**config.mk**
```make
export PLATFORM = sky130hd
export DESIGN_NAME = spi_xact_engine
export DESIGN_NICKNAME = d
export VERILOG_FILES = /design/src/rtl/spi_xe_pkg.sv /design/src/rtl/spi_xe_bit_shifter.sv /design/src/rtl/spi_xe_cs_decode.sv /design/src/rtl/spi_xe_sequencer.sv /design/src/rtl/spi_xact_engine.sv
export SDC_FILE = /design/constraint.sdc
export NUM_CORES = 1
export LEC_CHECK = 0
export ABC_AREA = 1
export BUFFER_PORTS_ARGS = -buffer_cell sky130_fd_sc_hd__buf_4
export CELL_PAD_IN_SITES_DETAIL_PLACEMENT = 1
export CELL_PAD_IN_SITES_GLOBAL_PLACEMENT = 1
export CORE_ASPECT_RATIO = 1.4
export CORE_UTILIZATION = 40
export DETAILED_ROUTE_END_ITERATION = 8
export PLACE_DENSITY = 0.86
export SETUP_SLACK_MARGIN = 0.02
export SLEW_MARGIN = 10
export SYNTH_ARGS = -nofsm -noshare
export SYNTH_HDL_FRONTEND = slang
export SYNTH_SLANG_ARGS = --single-unit
```
**constraint.sdc**
```tcl
create_clock -name clk -period 3.22 [get_ports clk]
set_input_delay 0.322 -clock clk [delete_from_list [all_inputs] [get_ports clk]]
set_output_delay 0.322 -clock clk [all_outputs]
set_load 0.005 [all_outputs]
```
**src/rtl/spi_xe_pkg.sv**
```systemverilog
package spi_xe_pkg;

    localparam int CMD_W    = 32;
    localparam int SEL_W    = 2;
    localparam int SKIP_W   = 8;
    localparam int LEN_W    = 16;
    localparam int BYTE_W   = 8;

    // field positions other blocks decode
    localparam int SEL_LSB  = 30;
    localparam int DUAL_BIT = 28;
    localparam int TXO_BIT  = 27;
    localparam int SKIP_LSB = 16;
    localparam int LEN_LSB  = 0;

    typedef struct packed {
        logic [SEL_W-1:0]  sel;
        logic              dual;
        logic              tx_only;
        logic [SKIP_W-1:0] skip;
        logic [LEN_W-1:0]  last_idx;
    } xe_cmd_t;

    typedef enum logic [1:0] {
        SQ_IDLE  = 2'd0,
        SQ_GATE  = 2'd1,
        SQ_SHIFT = 2'd2
    } sq_state_e;

endpackage

```
**src/rtl/spi_xe_bit_shifter.sv**
```systemverilog
module spi_xe_bit_shifter #(
    parameter int HALF_DIV = 2,
    parameter int DATA_W   = 8
) (
    input  logic              clk,
    input  logic              rst_n,
    input  logic              start,
    input  logic [DATA_W-1:0] tx_byte,
    input  logic              dual,
    input  logic              sdi0,
    input  logic              sdi1,
    output logic              sclk,
    output logic              mosi,
    output logic              byte_done,
    output logic [DATA_W-1:0] rx_byte
);

    localparam int CNT_W = (HALF_DIV > 1) ? $clog2(HALF_DIV) : 1;
    localparam int EW    = $clog2(DATA_W);
    localparam logic [CNT_W-1:0] CNT_LAST    = CNT_W'(HALF_DIV - 1);
    localparam logic [EW-1:0]    EDGES_ONE   = EW'(DATA_W - 1);
    localparam logic [EW-1:0]    EDGES_TWO   = EW'(DATA_W / 2 - 1);

    typedef struct packed {
        logic              active;
        logic              sclk;
        logic              mosi;
        logic              dual;
        logic              done;
        logic [CNT_W-1:0]  cnt;
        logic [EW-1:0]     edges_left;
        logic [DATA_W-1:0] tx_sr;
        logic [DATA_W-1:0] rx_sr;
    } sh_t;

    sh_t sh_d, sh_q;

    always_comb begin
        sh_d      = sh_q;
        sh_d.done = 1'b0;
        if (!sh_q.active) begin
            if (start) begin
                sh_d.active     = 1'b1;
                sh_d.sclk       = 1'b0;
                sh_d.cnt        = '0;
                sh_d.dual       = dual;
                sh_d.edges_left = dual ? EDGES_TWO : EDGES_ONE;
                sh_d.tx_sr      = tx_byte;
                sh_d.rx_sr      = '0;
                sh_d.mosi       = dual ? 1'b0 : tx_byte[DATA_W-1];
            end
        end else if (sh_q.cnt == CNT_LAST) begin
            sh_d.cnt = '0;
            if (!sh_q.sclk) begin
                // rising edge: sample the input lane(s)
                sh_d.sclk = 1'b1;
                if (sh_q.dual) begin
                    sh_d.rx_sr = {sh_q.rx_sr[DATA_W-3:0], sdi1, sdi0};
                end else begin
                    sh_d.rx_sr = {sh_q.rx_sr[DATA_W-2:0], sdi0};
                end
            end else begin
                // falling edge: advance or finish
                sh_d.sclk = 1'b0;
                if (sh_q.edges_left == '0) begin
                    sh_d.active = 1'b0;
                    sh_d.done   = 1'b1;
                    sh_d.mosi   = 1'b0;
                end else begin
                    sh_d.edges_left = sh_q.edges_left - EW'(1);
                    sh_d.tx_sr      = sh_q.tx_sr << 1;
                    sh_d.mosi       = sh_q.dual ? 1'b0 : sh_q.tx_sr[DATA_W-2];
                end
            end
        end else begin
            sh_d.cnt = sh_q.cnt + CNT_W'(1);
        end
    end

    always_ff @(posedge clk or negedge rst_n) begin
        if (!rst_n) begin
            sh_q <= '0;
        end else begin
            sh_q <= sh_d;
        end
    end

    assign sclk      = sh_q.sclk;
    assign mosi      = sh_q.mosi;
    assign byte_done = sh_q.done;
    assign rx_byte   = sh_q.rx_sr;

    // two-lane read keeps the output line quiet
    assert_mosi_quiet_dual_R5: assert property (@(posedge clk) disable iff (!rst_n)
        (sh_q.active && sh_q.dual) |-> !mosi);

    // a byte always ends on a falling serial edge
    assert_byte_ends_on_fall_R11: assert property (@(posedge clk) disable iff (!rst_n)
        byte_done |-> (!sclk && $past(sclk)));

endmodule

```
**src/rtl/spi_xe_cs_decode.sv**
```systemverilog
module spi_xe_cs_decode #(
    parameter int NUM_CS = 4,
    parameter int SEL_W  = 2
) (
    input  logic              active,
    input  logic [SEL_W-1:0]  sel,
    output logic [NUM_CS-1:0] cs_n
);

    for (genvar i = 0; i < NUM_CS; i++) begin : g_cs
        assign cs_n[i] = !(active && (sel == SEL_W'(i)));
    end

endmodule

```
**src/rtl/spi_xe_sequencer.sv**
```systemverilog
module spi_xe_sequencer
    import spi_xe_pkg::*;
(
    input  logic              clk,
    input  logic              rst_n,
    input  logic              cmd_wr,
    input  logic [CMD_W-1:0]  cmd_word,
    input  logic              tx_valid,
    input  logic [BYTE_W-1:0] tx_data,
    output logic              tx_pop,
    input  logic              rx_ready,
    output logic              rx_push,
    output logic [BYTE_W-1:0] rx_data,
    output logic              shift_start,
    output logic [BYTE_W-1:0] shift_byte,
    output logic              shift_dual,
    input  logic              byte_done,
    input  logic [BYTE_W-1:0] shift_rx,
    output logic              busy,
    output logic              done,
    output logic [SEL_W-1:0]  cs_sel
);

    typedef struct packed {
        sq_state_e         state;
        xe_cmd_t           cfg;
        logic [LEN_W-1:0]  idx;
        logic              cap;
        logic              push;
        logic [BYTE_W-1:0] rdata;
        logic              done;
    } seq_t;

    seq_t    seq_d, seq_q;
    xe_cmd_t cmd_fields;
    logic    unused_cmd_bits;
    logic    skip_on, in_skip, need_tx, need_rx, can_go;

    assign cmd_fields.sel      = cmd_word[SEL_LSB +: SEL_W];
    assign cmd_fields.dual     = cmd_word[DUAL_BIT];
    assign cmd_fields.tx_only  = cmd_word[TXO_BIT];
    assign cmd_fields.skip     = cmd_word[SKIP_LSB +: SKIP_W];
    assign cmd_fields.last_idx = cmd_word[LEN_LSB +: LEN_W];
    assign unused_cmd_bits     = ^{cmd_word[29], cmd_word[26:24]};

    always_comb begin
        skip_on = (seq_q.cfg.skip != '0) && !seq_q.cfg.tx_only;
        in_skip = seq_q.idx < LEN_W'(seq_q.cfg.skip);
        need_tx = !skip_on || in_skip;
        need_rx = !seq_q.cfg.tx_only && (!skip_on || !in_skip);
        can_go  = (!need_tx || tx_valid) && (!need_rx || rx_ready);

        seq_d       = seq_q;
        seq_d.push  = 1'b0;
        seq_d.done  = 1'b0;
        tx_pop      = 1'b0;
        shift_start = 1'b0;
        shift_byte  = '0;
        shift_dual  = 1'b0;

        unique case (seq_q.state)
            SQ_IDLE: begin
                if (cmd_wr) begin
                    seq_d.cfg   = cmd_fields;
                    seq_d.idx   = '0;
                    seq_d.state = SQ_GATE;
                end
            end
            SQ_GATE: begin
                if (can_go) begin
                    tx_pop      = need_tx;
                    shift_start = 1'b1;
                    shift_byte  = need_tx ? tx_data : '0;
                    shift_dual  = seq_q.cfg.dual && skip_on && !need_tx;
                    seq_d.cap   = need_rx;
                    seq_d.state = SQ_SHIFT;
                end
            end
            SQ_SHIFT: begin
                if (byte_done) begin
                    seq_d.push  = seq_q.cap;
                    seq_d.rdata = shift_rx;
                    if (seq_q.idx == seq_q.cfg.last_idx) begin
                        seq_d.state = SQ_IDLE;
                        seq_d.done  = 1'b1;
                    end else begin
                        seq_d.idx   = seq_q.idx + LEN_W'(1);
                        seq_d.state = SQ_GATE;
                    end
                end
            end
            default: seq_d.state = SQ_IDLE;
        endcase
    end

    always_ff @(posedge clk or negedge rst_n) begin
        if (!rst_n) begin
            seq_q <= '0;
        end else begin
            seq_q <= seq_d;
        end
    end

    assign busy    = (seq_q.state != SQ_IDLE);
    assign done    = seq_q.done;
    assign rx_push = seq_q.push;
    assign rx_data = seq_q.rdata;
    assign cs_sel  = seq_q.cfg.sel;

    assert_cmd_ignored_R10: assert property (@(posedge clk) disable iff (!rst_n)
        (busy && cmd_wr) |=> $stable(seq_q.cfg));

    assert_pop_has_data_R8: assert property (@(posedge clk) disable iff (!rst_n)
        tx_pop |-> tx_valid);

    assert_txonly_no_push_R7: assert property (@(posedge clk) disable iff (!rst_n)
        rx_push |-> !seq_q.cfg.tx_only);

    assert_start_only_gated_R8: assert property (@(posedge clk) disable iff (!rst_n)
        (shift_start && need_rx) |-> rx_ready);

endmodule

```
**src/rtl/spi_xact_engine.sv**
```systemverilog
module spi_xact_engine
    import spi_xe_pkg::*;
#(
    parameter int HALF_DIV = 2,
    parameter int NUM_CS   = 4
) (
    input  logic              clk,
    input  logic              rst_n,
    input  logic              cmd_wr,
    input  logic [31:0]       cmd_word,
    input  logic              tx_valid,
    input  logic [7:0]        tx_data,
    output logic              tx_pop,
    input  logic              rx_ready,
    output logic              rx_push,
    output logic [7:0]        rx_data,
    output logic              sclk,
    output logic              mosi,
    input  logic              sdi0,
    input  logic              sdi1,
    output logic [NUM_CS-1:0] cs_n,
    output logic              busy,
    output logic              done
);

    logic              shift_start;
    logic [BYTE_W-1:0] shift_byte;
    logic              shift_dual;
    logic              byte_done;
    logic [BYTE_W-1:0] shift_rx;
    logic [SEL_W-1:0]  cs_sel;

    spi_xe_sequencer u_seq (
        .clk         (clk),
        .rst_n       (rst_n),
        .cmd_wr      (cmd_wr),
        .cmd_word    (cmd_word),
        .tx_valid    (tx_valid),
        .tx_data     (tx_data),
        .tx_pop      (tx_pop),
        .rx_ready    (rx_ready),
        .rx_push     (rx_push),
        .rx_data     (rx_data),
        .shift_start (shift_start),
        .shift_byte  (shift_byte),
        .shift_dual  (shift_dual),
        .byte_done   (byte_done),
        .shift_rx    (shift_rx),
        .busy        (busy),
        .done        (done),
        .cs_sel      (cs_sel)
    );

    spi_xe_bit_shifter #(
        .HALF_DIV (HALF_DIV),
        .DATA_W   (BYTE_W)
    ) u_shift (
        .clk       (clk),
        .rst_n     (rst_n),
        .start     (shift_start),
        .tx_byte   (shift_byte),
        .dual      (shift_dual),
        .sdi0      (sdi0),
        .sdi1      (sdi1),
        .sclk      (sclk),
        .mosi      (mosi),
        .byte_done (byte_done),
        .rx_byte   (shift_rx)
    );

    spi_xe_cs_decode #(
        .NUM_CS (NUM_CS),
        .SEL_W  (SEL_W)
    ) u_cs (
        .active (busy),
        .sel    (cs_sel),
        .cs_n   (cs_n)
    );

    assert_single_select_R2: assert property (@(posedge clk) disable iff (!rst_n)
        $countones(~cs_n) <= 1);

    assert_idle_clock_low_R2: assert property (@(posedge clk) disable iff (!rst_n)
        !busy |-> !sclk);

    assert_done_releases_R9: assert property (@(posedge clk) disable iff (!rst_n)
        done |-> (&cs_n && !busy));

    assert_done_after_busy_R9: assert property (@(posedge clk) disable iff (!rst_n)
        done |-> $past(busy));

endmodule

```
==> impl_metrics.yaml <==
status:
  status: "finished, final reports clean"
route:
  vias: 3501
  drc: 0
  drt_wl_total_um: 10600
  antenna_left: 0
  drt_iter0_markers: 159
  firstDrtPassIters: 4
  wl_per_cell_um: 15.3
  avgViaCountPerCell: 5.07
critical_path:
  r2r_start: "u_seq.seq_q[18]"
  worst_ep_arrival_time_ps: 2450
  critPathBufInv: 2
  reg2reg_depth: 13
  slowest_stage: "dfrtp_1"
  cp_max_fo: 6
  r2r-end: "u_shift.sh_q[10]"
  cp.required_ps: 2900
  cpPeakStageDelay_ps: 480
  end_kind: "output pin"
  cp-start-kind: "flop"
  crit_path_frequent_cell: "nand3_1"
  reg2reg_slack_ps: 760
  crit_family: "simple AND/OR/NAND/NOR gates"
  cp_cell_sequence: "ha_1 > nand2_1 > inv_1 > nand2_1 > nand3_1 > nor2_2 > nand3_1 > nand3_2 > nand3_1 > a21oi_1 > buf_4"
  critical_path_class: "flop to output pin"
grt:
  grt_usage_pct: 21.3
  first_global_vias: 3828
  grt_max_degree: 82
  grt_antenna_before_repair: 0
  grt_pass1_wl_um: 17900
  grt.overflow.total: 0
cts:
  cts_tree: "built"
  htree_levels: 3
  cts_num_sinks: 81
  root_buffer: "clkbuf_16"
  clockBufferDepth: 2
  clk_pin_slew_ps: 60
  cts_setup_buffers: 0
  numCtsBuffers: 9
  cts_resized: 0
  clkLatencyLatePin_ps: 340
  ctsHoldBuffers: 0
timing:
  finalSetupTns_ps: 0
  rsz0062_at_grt: "no"
  skew_ps: 7.14
  fin_crit_ps: 2770
  setup-violations-final: 0
  hold_violations: 0
  fmax_mhz: 361
  drv_slew: 0
  period_share_pct: 85.9
  tightest_slew_ps: 1040
  relSlewSlack_pct: 30.3
logic_synthesis:
  syn_avg_cell_area_um2: 8.61
  synth_edf_count: 0
  yosysWarnings: 0
  syn_nets: 555
  yosysSeqAreaShare_pct: 47.3
  syn_inst: 498
  syn_area_um2: 4290
  ys_ff_latch: 81
  ys_types: 37
  synth-async-reset-ratio_pct: 100
  synth_flop_cell: "dfrtp_1"
final_layout:
  drive_gt1_share_pct: 20.4
  n_fill_cell: 1229
  post-route-util_pct: 48.4
  area_delta_synth_final_pct: 17.5
  diodes: 0
  multi_input_area_um2: 1880
  fin_nets: 605
  seq_area_um2: 2030
worst_hold_path:
  worstHoldPathType: "primary input to async pin"
placed_design:
  io_buffer_count: 60
  dp_hpwl_um: 7890
  gp_congestion: 0.860
die:
  core.rowCount: 44
  dieArea_um2: 11100
  initial_utilization_pct: 41.2
  core-area_um2: 10400
  die_w_um: 89.5
  io_pins: 65
  die_height_um: 125
job:
  drv_cap: 0
power_and_ir_drop:
  irDropWorstVdd_mv: 0.466
  power.density_nw_per_um2: 806
  p_leak_uw: 0.00250
==> power breakdown <==
group | switching [uW] | leakage [uW] | internal, uW | total [uW]
Sequential | 250 | 0.00100 | 1380 | 1630
Combinational | 885 | 0.00136 | 617 | 1500
Clock | 402 | 0.000133 | 521 | 923
==> through the flow <==
| stage | power, uW | cell area, um^2 | setup WS (ps) | instances | hold slack, ps |
|---|---|---|---|---|---|
| global route | 4360 | 5040 | 228 | 691 | 210 |
| global placement | 3040 | 4770 | 830 | 675 | 456 |
| detailed placement | 3170 | 4770 | 733 | 675 | 472 |
| CTS | 4120 | 5040 | 412 | 691 | 204 |
| floorplan | 2710 | 4290 | 1290 | 498 | 26.4 |
| finish | 4060 | 5040 | 453 | 691 | 161 |
==> layout by cell type, fill, tap and decap left out, types with 10 or more instances in the layout <==
| cell | instances |
|---|---|
| buf_4 | 62 |
| xnor2_1 | 10 |
| a21oi_1 | 20 |
| nor2_1 | 48 |
| inv_1 | 55 |
| xor2_1 | 16 |
| mux2_2 | 16 |
| o21ai_0 | 23 |
| dfrtp_1 | 81 |
| nand2_1 | 106 |
| nand3_1 | 33 |
| ha_1 | 10 |
==> metal layers <==
layer | vias up | track usage, % | share of wire [%]
met1 | 1721 | 22.5 | 37
met5 | - | 0 | 0
met2 | 55 | 38.8 | 56
li1 | 1697 | - | -
met4 | 0 | 10.2 | 4.0
met3 | 28 | 4.51 | 2.9
==> layout make-up <==
| class | count | area share, % |
|---|---|---|
| Clock buffer | 11 | 4.62 |
| Clock inverter | 5 | 0.646 |
| Inverter | 59 | 4.55 |
| Multi-Input combinational cell | 335 | 37.3 |
| Sequential cell | 81 | 40.2 |
| Tap cell | 138 | 3.43 |
| Timing Repair Buffer | 62 | 9.24 |
==> cell usage after synthesis, types with 3 or more instances <==
library cell	number	area, um^2
nand2_1	106	398
dfrtp_1	81	2030
inv_1	55	206
nor2_1	48	180
nand3_1	33	165
o21ai_0	23	115
a21oi_1	20	100
mux2_2	16	180
xor2_1	16	140
ha_1	10	125
xnor2_1	10	87.6
nand4_1	9	56.3
o21ai_1	9	45.0
buf_4	8	60.1
o22ai_1	8	50.1
clkbuf_1	7	26.3
nor3_1	4	20.0
buf_2	3	15.0
inv_2	3	11.3
nand2_2	3	18.8
o21bai_2	3	33.8
==> worst reg2reg max path, stage by stage, from the launching register on <==
cell and delay (ps):
dfrtp_1 480, ha_1 350, nand2_1 100, inv_1 40
nand2_1 50, nand3_1 80, nor2_2 150, nand3_1 160
nand3_2 140, nand4_4 270, nand2_2 290, inv_2 100
nand2_1 70, nand2_1 50
==> flip-flops by register name, summed over array words and instances (netlist names) <==
name,cells
u_shift.rx_byte,8
u_shift.byte_done,1
u_shift.sh_q,13
u_shift.mosi,1
u_shift.sclk,1
u_seq.done,1
u_seq.rx_data,8
u_seq.cs_sel,2
u_seq.rx_push,1
u_seq.seq_q,45
==> worst max path at each step <==
| stage | slack [ps] | depth (start not counted) | endpoint | start |
|---|---|---|---|---|
| finish | 450 | 11 | tx_pop | u_seq.seq_q[18] |
| global route | 230 | 11 | tx_pop | u_seq.seq_q[18] |
| CTS | 410 | 11 | tx_pop | u_seq.seq_q[18] |
| detailed placement | 730 | 13 | u_shift.sh_q[10] | u_seq.seq_q[18] |
| global placement | 830 | 13 | u_shift.sh_q[14] | u_seq.seq_q[18] |
| floorplan | 1290 | 10 | tx_pop | u_seq.seq_q[18] |
==> cells by family after synthesis <==
kind of cell | share of synthesized area (%)
and+or+nand+nor | 23.0
buffers and inverters | 8.93
DFF | 47.3
AOI/OAI and AO/OA | 8.40
xor gates and xnor gates | 5.31
muxes | 4.20
adders and majority gates | 2.92
(Power assumes the default switching activity.)
